--- config.mk ---
export PLATFORM = sky130hd
export DESIGN_NAME = rpole_gate_seq
export DESIGN_NICKNAME = d
export VERILOG_FILES = /design/src/rtl/rpole_pkg.sv /design/src/rtl/rpole_leg_cond.sv /design/src/rtl/rpole_dwell_timer.sv /design/src/rtl/rpole_cmd_hold.sv /design/src/rtl/rpole_gate_map.sv /design/src/rtl/rpole_gate_seq.sv
export SDC_FILE = /design/constraint.sdc
export NUM_CORES = 1
export LEC_CHECK = 0
export BUFFER_PORTS_ARGS = -buffer_cell sky130_fd_sc_hd__buf_2
export CAP_MARGIN = 10
export CORE_MARGIN = 5
export CORE_UTILIZATION = 30
export CTS_BUF_LIST = sky130_fd_sc_hd__clkbuf_4
export CTS_CLUSTER_SIZE = 20
export DETAILED_ROUTE_END_ITERATION = 10
export GPL_ROUTABILITY_DRIVEN = 0
export SKIP_LAST_GASP = 1
export SLEW_MARGIN = 20
export SYNTH_ARGS = -nofsm -noshare
export SYNTH_HDL_FRONTEND = slang
export SYNTH_SLANG_ARGS = --single-unit
export TNS_END_PERCENT = 10
--- constraint.sdc ---
create_clock -name clk -period 10.6 [get_ports clk]
set_input_delay 1.06 -clock clk [delete_from_list [all_inputs] [get_ports clk]]
set_output_delay 1.06 -clock clk [all_outputs]
set_load 0.005 [all_outputs]
--- src/rtl/rpole_pkg.sv ---
`timescale 1ns/1ps
package rpole_pkg;

  typedef enum logic [2:0] {
    ST_LAT_LO = 3'd0,
    ST_LAT_HI = 3'd1,
    ST_RAMP   = 3'd2,
    ST_SWING  = 3'd3,
    ST_RETURN = 3'd4,
    ST_FREE   = 3'd5,
    ST_FAULT  = 3'd6
  } leg_state_t;

  localparam int CUR_FRAC     = 4;
  localparam int DEF_THRESH_A = 60;
  localparam int DEF_BOOST_A  = 30;
  localparam int DEF_THRESH   = DEF_THRESH_A << CUR_FRAC;
  localparam int DEF_BOOST    = DEF_BOOST_A << CUR_FRAC;

  function automatic logic is_transit(leg_state_t s);
    return (s == ST_RAMP) || (s == ST_SWING) || (s == ST_RETURN) || (s == ST_FREE);
  endfunction

endpackage

--- src/rtl/rpole_leg_cond.sv ---
`timescale 1ns/1ps
// Direction-aware comparisons of the plant samples against the settings.
module rpole_leg_cond #(
  parameter int CUR_W = 16,
  parameter int V_W   = 16
) (
  input  logic                    up,
  input  logic signed [CUR_W-1:0] i_load,
  input  logic signed [CUR_W-1:0] i_aux,
  input  logic signed [V_W-1:0]   v_pole,
  input  logic signed [V_W-1:0]   v_hi,
  input  logic signed [V_W-1:0]   v_lo,
  input  logic [CUR_W-1:0]        thresh,
  input  logic [CUR_W-1:0]        boost,
  output logic                    bypass,
  output logic                    released,
  output logic                    at_rail,
  output logic                    aux_done
);
  localparam int XW = CUR_W + 2;

  logic signed [XW-1:0] ld_x, ax_x, th_x, bs_x, rel_lim;

  always_comb begin
    ld_x     = {{2{i_load[CUR_W-1]}}, i_load};
    ax_x     = {{2{i_aux[CUR_W-1]}}, i_aux};
    th_x     = {2'b00, thresh};
    bs_x     = {2'b00, boost};
    rel_lim  = up ? (ld_x + bs_x) : (ld_x - bs_x);
    // outgoing switch carries -i_load going up, +i_load going down
    bypass   = up ? (ld_x < -th_x) : (ld_x > th_x);
    released = up ? (ax_x > rel_lim) : (ax_x < rel_lim);
    at_rail  = up ? (v_pole >= v_hi) : (v_pole <= v_lo);
    aux_done = up ? (ax_x <= 0) : (ax_x >= 0);
  end

endmodule

--- src/rtl/rpole_dwell_timer.sv ---
`timescale 1ns/1ps
// Counts cycles spent in one transitional state; flags the last allowed one.
module rpole_dwell_timer #(
  parameter int TMO_W = 16
) (
  input  logic             clk,
  input  logic             rst_n,
  input  logic             run,
  input  logic             restart,
  input  logic [TMO_W-1:0] limit,
  output logic             expired
);
  logic [TMO_W-1:0] cnt;
  logic [TMO_W:0]   cnt_inc;

  assign cnt_inc = {1'b0, cnt} + 1'b1;
  assign expired = run && (cnt_inc >= {1'b0, limit});

  always_ff @(posedge clk or negedge rst_n) begin
    if (!rst_n)                 cnt <= '0;
    else if (restart || !run)   cnt <= '0;
    else if (!cnt_inc[TMO_W])   cnt <= cnt_inc[TMO_W-1:0];
  end

  // counter is cleared whenever the dwell is not running
  p_idle_clear_r10: assert property (@(posedge clk) disable iff (!rst_n)
    !$past(run) |-> cnt == '0);

endmodule

--- src/rtl/rpole_cmd_hold.sv ---
`timescale 1ns/1ps
// One-deep parking slot for rail commands that arrive mid-sequence.
module rpole_cmd_hold (
  input  logic clk,
  input  logic rst_n,
  input  logic cmd_valid,
  input  logic cmd_rail,
  input  logic idle,
  output logic req_valid,
  output logic req_rail
);
  logic pend_v, pend_rail;

  assign req_valid = cmd_valid | pend_v;
  assign req_rail  = cmd_valid ? cmd_rail : pend_rail;

  always_ff @(posedge clk or negedge rst_n) begin
    if (!rst_n) begin
      pend_v    <= 1'b0;
      pend_rail <= 1'b0;
    end else if (idle) begin
      pend_v    <= 1'b0;
    end else if (cmd_valid) begin
      pend_v    <= 1'b1;
      pend_rail <= cmd_rail;
    end
  end

  // a parked command survives until the leg is idle
  p_park_kept_r11: assert property (@(posedge clk) disable iff (!rst_n)
    !idle && pend_v |=> pend_v);

endmodule

--- src/rtl/rpole_gate_map.sv ---
`timescale 1ns/1ps
// Decodes state and direction into the four gate enables.
module rpole_gate_map
  import rpole_pkg::*;
(
  input  leg_state_t state,
  input  logic       up,
  input  logic       hold_hi,
  input  logic       hold_lo,
  output logic       gate_hi,
  output logic       gate_lo,
  output logic       aux_up,
  output logic       aux_dn,
  output logic       busy
);
  always_comb begin
    gate_hi = 1'b0;
    gate_lo = 1'b0;
    aux_up  = 1'b0;
    aux_dn  = 1'b0;
    busy    = is_transit(state);
    unique case (state)
      ST_LAT_LO: gate_lo = 1'b1;
      ST_LAT_HI: gate_hi = 1'b1;
      ST_RAMP: begin
        gate_lo = up;
        gate_hi = !up;
        aux_up  = up;
        aux_dn  = !up;
      end
      ST_SWING: begin
        aux_up  = up;
        aux_dn  = !up;
      end
      ST_RETURN: begin
        gate_hi = up;
        gate_lo = !up;
        aux_up  = up;
        aux_dn  = !up;
      end
      ST_FREE: ;
      default: begin
        gate_hi = hold_hi;
        gate_lo = hold_lo;
      end
    endcase
  end

endmodule

--- src/rtl/rpole_gate_seq.sv ---
`timescale 1ns/1ps
module rpole_gate_seq
  import rpole_pkg::*;
#(
  parameter int CUR_W = 16,
  parameter int V_W   = 16,
  parameter int TMO_W = 16
) (
  input  logic                    clk,
  input  logic                    rst_n,
  input  logic                    cmd_valid,
  input  logic                    cmd_rail,
  input  logic signed [CUR_W-1:0] i_load,
  input  logic signed [CUR_W-1:0] i_aux,
  input  logic signed [V_W-1:0]   v_pole,
  input  logic [CUR_W-1:0]        cfg_thresh,
  input  logic [CUR_W-1:0]        cfg_boost,
  input  logic signed [V_W-1:0]   cfg_vhi,
  input  logic signed [V_W-1:0]   cfg_vlo,
  input  logic [TMO_W-1:0]        cfg_timeout,
  output logic                    gate_hi,
  output logic                    gate_lo,
  output logic                    gate_aux_up,
  output logic                    gate_aux_dn,
  output logic [2:0]              state_code,
  output logic                    busy,
  output logic                    fault
);
  leg_state_t state, state_n;
  logic up_q, up_eval, idle, transit;
  logic hold_hi, hold_lo;
  logic req_valid, req_rail;
  logic bypass, released, at_rail, aux_done, expired;

  assign idle    = (state == ST_LAT_LO) || (state == ST_LAT_HI);
  assign transit = is_transit(state);
  assign up_eval = transit ? up_q : (state == ST_LAT_LO);

  rpole_cmd_hold u_cmd (
    .clk(clk), .rst_n(rst_n), .cmd_valid(cmd_valid), .cmd_rail(cmd_rail),
    .idle(idle), .req_valid(req_valid), .req_rail(req_rail)
  );

  rpole_leg_cond #(.CUR_W(CUR_W), .V_W(V_W)) u_cond (
    .up(up_eval), .i_load(i_load), .i_aux(i_aux), .v_pole(v_pole),
    .v_hi(cfg_vhi), .v_lo(cfg_vlo), .thresh(cfg_thresh), .boost(cfg_boost),
    .bypass(bypass), .released(released), .at_rail(at_rail), .aux_done(aux_done)
  );

  rpole_dwell_timer #(.TMO_W(TMO_W)) u_tmo (
    .clk(clk), .rst_n(rst_n), .run(transit), .restart(state_n != state),
    .limit(cfg_timeout), .expired(expired)
  );

  rpole_gate_map u_map (
    .state(state), .up(up_q), .hold_hi(hold_hi), .hold_lo(hold_lo),
    .gate_hi(gate_hi), .gate_lo(gate_lo), .aux_up(gate_aux_up),
    .aux_dn(gate_aux_dn), .busy(busy)
  );

  always_comb begin
    state_n = state;
    unique case (state)
      ST_LAT_LO: if (req_valid && req_rail)  state_n = bypass ? ST_FREE : ST_RAMP;
      ST_LAT_HI: if (req_valid && !req_rail) state_n = bypass ? ST_FREE : ST_RAMP;
      ST_RAMP: begin
        if (released)     state_n = ST_SWING;
        else if (expired) state_n = ST_FAULT;
      end
      ST_SWING: begin
        if (at_rail)      state_n = ST_RETURN;
        else if (expired) state_n = ST_FAULT;
      end
      ST_RETURN: begin
        if (aux_done)     state_n = up_q ? ST_LAT_HI : ST_LAT_LO;
        else if (expired) state_n = ST_FAULT;
      end
      ST_FREE: begin
        if (at_rail)      state_n = up_q ? ST_LAT_HI : ST_LAT_LO;
        else if (expired) state_n = ST_FAULT;
      end
      default:            state_n = ST_FAULT;
    endcase
  end

  always_ff @(posedge clk or negedge rst_n) begin
    if (!rst_n) begin
      state   <= ST_LAT_LO;
      up_q    <= 1'b1;
      hold_hi <= 1'b0;
      hold_lo <= 1'b0;
    end else begin
      state <= state_n;
      if (idle) up_q <= (state == ST_LAT_LO);
      if (state_n == ST_FAULT && state != ST_FAULT) begin
        hold_hi <= gate_hi;
        hold_lo <= gate_lo;
      end
    end
  end

  assign state_code = state;
  assign fault      = (state == ST_FAULT);

  // main switches are never on together
  p_mains_apart_r9: assert property (@(posedge clk) disable iff (!rst_n)
    !(gate_hi && gate_lo));
  // no main gate directly after its partner
  p_hi_after_lo_r9: assert property (@(posedge clk) disable iff (!rst_n)
    gate_hi |-> !$past(gate_lo));
  p_lo_after_hi_r9: assert property (@(posedge clk) disable iff (!rst_n)
    gate_lo |-> !$past(gate_hi));
  // only one auxiliary switch at a time
  p_aux_apart_r8: assert property (@(posedge clk) disable iff (!rst_n)
    !(gate_aux_up && gate_aux_dn));
  // outgoing main released only after aux current exceeded the limit
  p_release_r4: assert property (@(posedge clk) disable iff (!rst_n)
    (state == ST_SWING) && ($past(state) == ST_RAMP) |-> $past(released));
  // incoming upper gate only after pole reached the upper rail
  p_zv_hi_r5: assert property (@(posedge clk) disable iff (!rst_n)
    $rose(gate_hi) && !fault |-> $past(v_pole >= cfg_vhi));
  // incoming lower gate only after pole reached the lower rail
  p_zv_lo_r8: assert property (@(posedge clk) disable iff (!rst_n)
    $rose(gate_lo) && !fault |-> $past(v_pole <= cfg_vlo));
  // upward aux switch opens only at zero current
  p_zc_aux_r6: assert property (@(posedge clk) disable iff (!rst_n)
    $fell(gate_aux_up) && !fault |-> $past(i_aux) <= 0);
  // fault is sticky and quiet on the auxiliary side
  p_fault_sticky_r10: assert property (@(posedge clk) disable iff (!rst_n)
    fault |=> fault);
  p_fault_quiet_r10: assert property (@(posedge clk) disable iff (!rst_n)
    fault |-> !gate_aux_up && !gate_aux_dn);

endmodule

Word level (Yosys, flattened, before mapping)
Cells that the tools add are included. W data, S select, Z words.

Flip-flop bits (word level): 24. Bits of input ports: 132.

$add $sub $neg: 4. $lt $le $gt $ge: 9. Equality and inequality tests: 10. Multiplexer cells: 25. Bitwise logic cells: 1. Reductions and logical operators: 17.

Operator list (count): $lt A16 B18 Y1 (2); $mux W16 (2); $mux W3 (8); $add A16 B17 Y18 (1); $gt A16 B18 Y1 (1); $mux W18 (1); $neg A16 Y18 (1); $pmux W3 S6 (1); $sub A16 B17 Y18 (1); $add A16 B1 Y17 const B (1); $ge A17 B16 Y1 (1); $gt A16 B17 Y1 (1); $ge A16 B1 Y1 const B (1); $ge A16 B16 Y1 (1); $le A16 B1 Y1 const B (1); $le A16 B16 Y1 (1); $eq A3 B3 Y1 const B (4); $mux W1 (11); $reduce_or A3 Y1 (3); $pmux W1 S4 (2); $eq A3 B2 Y1 const B (2); $logic_or A1 B1 Y1 (5); $logic_and A1 B1 Y1 (4); $eq A3 B1 Y1 const B (1); 7 further kinds (9).

Longest topological paths before layout
Word-level depth: 13. Depth in mapped cells: 30. Mapped depth without buffers: 27.

By module
From an unflattened synthesis, not the netlist that was laid out.

Cells, all modules: 699. Area, all modules: 5472.7 µm².

By module, submodules not included: rpole_leg_cond (times used 1, cells an instance 474, area an instance 3508.4 µm², sequential area each 0.0 µm²); rpole_dwell_timer (times used 1, cells an instance 157, area an instance 1302.5 µm², sequential area each 400.4 µm²); rpole_gate_seq (times used 1, cells an instance 50, area an instance 470.5 µm², sequential area each 151.4 µm²); rpole_cmd_hold (times used 1, cells an instance 7, area an instance 97.6 µm², sequential area each 50.0 µm²); rpole_gate_map (times used 1, cells an instance 11, area an instance 93.8 µm², sequential area each 0.0 µm²).

Worst setup path after synthesis
No wires, ideal clock.

Path kind: register to register. From: register state[1] (netlist: state_code[1]). To: register hold_hi. Setup time: 128 ps. Arrival time: 6514 ps. Data required time: 10472 ps. Path slack: 3958 ps. Stages on the path, launching flop included: 28. Buffers on the path: 1. Path through: dfrtp_1 > inv_1 > ha_1 > or4_4 > nand2_1 > clkbuf_1 > nor2_1 > xor2_1 > ha_1 > inv_1 > o21a_1 > o21a_1 > o31ai_1 > nand3_1 > a31oi_1 > a21oi_1 > o21ai_0 > xnor2_1 > ha_1 > a21o_1 > a211o_1 > a211o_1 > o31a_1 > mux2_2 > nor3_1 > a211oi_1 > a211oi_2 > mux2_1.

Word-level cells in the longest chain between the ends: 12. Elaborated cells between the ends (all ways): 32. Classes of those cells: 2 x order compare; 7 x eq/ne; 16 x mux; 7 x reduce/logical.

RTL lines: from (decl) (RTL line rpole_gate_seq.sv:29) `leg_state_t state, state_n;`; from (signal assigned) (RTL line rpole_gate_seq.sv:93) `state <= state_n;`; $eq A3 B2 Y1; $logic_or A1 B1 Y1 (2 in a row); $logic_or A1 B1 Y1 *; named net busy (RTL line rpole_gate_seq.sv:26) `output logic busy,`; $mux W1 (RTL line rpole_gate_seq.sv:37) `assign up_eval = transit ? up_q : (state == ST_LAT_LO);`; $mux W18 (RTL line rpole_leg_cond.sv:29) `rel_lim = up ? (ld_x + bs_x) : (ld_x - bs_x);`; $lt A16 B18 Y1 / $gt A16 B18 Y1 (equally long branches) (RTL line rpole_leg_cond.sv:32) `released = up ? (ax_x > rel_lim) : (ax_x < rel_lim);`; $mux W1 (RTL line rpole_leg_cond.sv:32); $mux W3 (RTL line rpole_gate_seq.sv:67) `if (released) state_n = ST_SWING;`; $pmux W3 S6 * (RTL line rpole_gate_seq.sv:63) `unique case (state)`; $eq A3 B3 Y1 * (RTL line rpole_gate_seq.sv:95) `if (state_n == ST_FAULT && state != ST_FAULT) begin`; $logic_and A1 B1 Y1 * (RTL line rpole_gate_seq.sv:95); to (signal assigned) (RTL line rpole_gate_seq.sv:96) `hold_hi <= gate_hi;`; to (decl) (RTL line rpole_gate_seq.sv:31) `logic hold_hi, hold_lo;`.

Mark *: on every way through the listed nets, which the timed path passes. The rest lies on a longest branch. A chain may end at the register's enable or synchronous reset.

Final worst setup path
From: register state[2] (netlist: state_code[2]). To: register hold_hi.

Word-level cells in the longest chain between the ends: 12. Elaborated cells between the ends (all ways): 32. Classes of those cells: 2 x order compare; 7 x eq/ne; 16 x mux; 7 x reduce/logical.

RTL lines: $eq A3 B2 Y1 (RTL line rpole_pkg.sv:21, rpole_gate_map.sv:22, rpole_gate_seq.sv:63); $logic_or A1 B1 Y1 (3 in a row) (RTL line rpole_pkg.sv:21) `return (s == ST_RAMP) || (s == ST_SWING) || (s == ST_RETURN) || (s == ST_FREE);`; $mux W1 (RTL line rpole_gate_seq.sv:37); $mux W18 (RTL line rpole_leg_cond.sv:29); $lt A16 B18 Y1 / $gt A16 B18 Y1 (equally long branches) (RTL line rpole_leg_cond.sv:32); $mux W1 (RTL line rpole_leg_cond.sv:32); $mux W3 (RTL line rpole_gate_seq.sv:67); $pmux W3 S6 (RTL line rpole_gate_seq.sv:63); $eq A3 B3 Y1 (RTL line rpole_gate_seq.sv:95); $logic_and A1 B1 Y1 (RTL line rpole_gate_seq.sv:95).

Several ways; a longest one is shown, not always the timed one.

==> out/qor.yml <==
final_layout:
  fin_area_um2: 6540
  layout_commonest_cell: "buf_2"
  stdcell_count: 1070
  drive_gt1_frac: 0.193
  fillCellCount: 1932
  areaGrowthSynthToFinish_pct: 17.7
  final_cell_mix: "buf_2 (140), ha_1 (124), inv_1 (92), a21oi_1 (43), nor2_1 (41)"
  diodes: 0
  fin_nets: 1099
critical_path:
  critPathArrivalTime_ps: 7520
  crit_start: "state_code[2]"
  r2r_setup_slack_ps: 3290
  slowest_delay_ps: 590
  cpMostUsedCell: "o21ai_0"
  critPathBufInv: 2
  worst_ep_required_time_ps: 10810
  crit_family: "compound AO/OA/AOI/OAI gates"
  worstReg2RegStart: "state_code[2]"
  worstPathMaxFanout: 12
  crit_type: "register to register"
  worst_path_max_delay_cell: "or4_4"
  endpoint_kind: "register"
  cp-start-kind: "register"
cts:
  clockBufferDepth: 2
  numCtsBuffers: 3
  cts-root-buf: "clkbuf_4"
  clk_pin_slew_worst_paths_ps: 130
  ctsHoldBuffers: 0
  postCtsSetupRepairBufs: 0
  worstSkewPairLatency_ps: 320
  cts_max_level: 1
  cts_resized: 0
  clkSinkCount: 24
  cts_tree: "yes"
die:
  die_h_um: 146
  ios: 141
  row_count: 49
  chipWidth_um: 146
  design.die.area_um2: 21400
  start_util: 0.307
  core_area_um2: 18100
synthesis:
  synth_seq_area_share: 0.108
  syn_nets: 962
  synth_top_family_by_area: "adder cells"
  synthAdderAreaFrac: 0.283
  synth_mux_area_frac: 0.0135
  synthFlopType: "dfrtp_1"
  syn_area_per_cell_um2: 7.89
  synth-edff-count: 0
  ys_async_sr_fraction: 1.00
  ys_types: 66
  ys_ff_latch: 24
  syn-instance-count: 705
  ys_warn_count: 0
  syn_area_um2: 5560
  synthSimpleGateAreaFrac: 0.234
  synth-compound-area-share: 0.200
  synth-xor-area-share: 0.0898
detailed_routing:
  wl_mm: 16.1
  first_pass_iters: 4
  wire_per_inst_um: 15.1
  vias: 5454
  drt_iter0_markers: 178
  viasPerCell: 5.10
  ant_nets: 0
  route.detailed.drc: 0
grt:
  grt_usage: 0.144
  grt_antenna_before_repair: 0
  grt_overflow: 0
  grt_pass1_vias: 5312
  grt_pass1_wl_mm: 26.1
  grt_max_degree: 25
sta:
  min_period_over_period: 0.689
  holdWs_ps: 501
  slew_headroom: 0.460
  worst_pin_slew_ps: 802
  finalHoldViolations: 0
  finalClockSkew_ps: 16.7
  tns_ps: 0
  grt_setup_unrepaired: "no"
  max_freq_mhz: 137
  setup_viol: 0
  fin_crit_ps: 7310
  slew_violations: 0
status:
  outcome: "completed"
pwr:
  cellPowerDensity_nw_per_um2: 211
  peakVddDrop_mv: 0.108
  power_leakage_uw: 0.00351
place:
  placed_cells: 1065
  dp_hpwl_mm: 14.1
  placed_area_um2: 6490
  portBuffers: 140
min_path:
  hp-class: "register to register"
  hp-start: "hold_hi"
run:
  drv_cap: 0
[state kept, by name (all words and copies together), names as in the netlist]
name and count:
hold_lo 1, u_cmd.pend_rail 1, state_code 3, u_tmo.cnt 16, up_q 1, hold_hi 1, u_cmd.pend_v 1
[cells in the mapped netlist, drive strengths merged (9+ instances only)]
cell,number,share of area
nand2b,15,0.017
dfrtp,23,0.10
xnor2,41,0.065
inv,92,0.062
a21o,20,0.027
a211oi,9,0.014
nor2b,16,0.018
nor3,18,0.016
nand3,16,0.014
nor2,41,0.028
and4b,12,0.022
nand4,22,0.025
a21oi,43,0.039
and3,11,0.013
ha,124,0.28
nand2,40,0.027
o21ai,26,0.024
nor4,10,0.011
xor2,16,0.025
[report_power, final]
part	total (uW)	internal, uW	switching (uW)
Clock	43.1	13.8	29.3
Sequential	133	109	24.4
Combinational	1210	548	658
Total	1380	671	712
[logic make-up after synthesis]
logic type / count (synthesis)
compound gates: 162
mux: 7
simple gates: 229
flops: 24
xor+xnor: 57
buf+inv: 101
fa+ha+maj: 125
[cell type report]
class                      instances  area [um^2]  area share
inverter                          92          345      0.0528
clock buffer                       3         22.5     0.00344
multi-input combinational        580         4570       0.699
tap                              229          287      0.0438
timing repair buffer             141          708       0.108
clock inverter                     1         3.75    0.000574
sequential                        24          602      0.0920
[worst register-to-register path, stage by stage (launching register included)]
cell and delay (ps):
dfrtp_1 570, inv_1 220, ha_1 420, or4_4 590
and2_1 320, nor2_1 140, a21o_1 110, inv_1 60
fa_1 430, nor2b_1 130, o21a_1 140, o21ai_0 140
a211oi_1 270, o21ai_0 150, a21oi_1 340, and2_1 190
o21ai_0 80, a221o_1 340, ha_1 190, a21o_1 170
a211o_1 280, a211o_1 230, o31a_1 320, mux2_2 280
nor3_1 320, a211oi_1 150, a211oi_2 300, mux2_1 340
[path summary, 6_finish.rpt]
| path | end | cells after the start |
|---|---|---|
| worst max register to register | hold_hi | 27 |
| worst min register to register | hold_hi | 1 |
| worst min-delay path | hold_hi | 1 |
| worst max-delay path | hold_hi | 27 |
| min in group asynchronous | u_tmo.cnt[6] | 1 |
| max in group asynchronous | up_q | 1 |
[metrics by stage]
step	utilization	power (uW)	setup slack, ps
finish	0.362	1380	3290
global route	0.362	1550	2870
CTS	0.361	1370	3200
detailed placement	0.359	1320	3220
global placement	0.359	1320	3420
floorplan	-	1060	3960
[routing by layer]
layer | routed length [um] | share of wire | track usage
met3 | 1130 | 0.070 | 0.0304
met5 | 0 | 0 | 0
met2 | 7310 | 0.45 | 0.243
met1 | 7570 | 0.47 | 0.196
met4 | 112 | 0.0069 | 0.0155
Note: power is estimated with default switching activity, not from simulation.
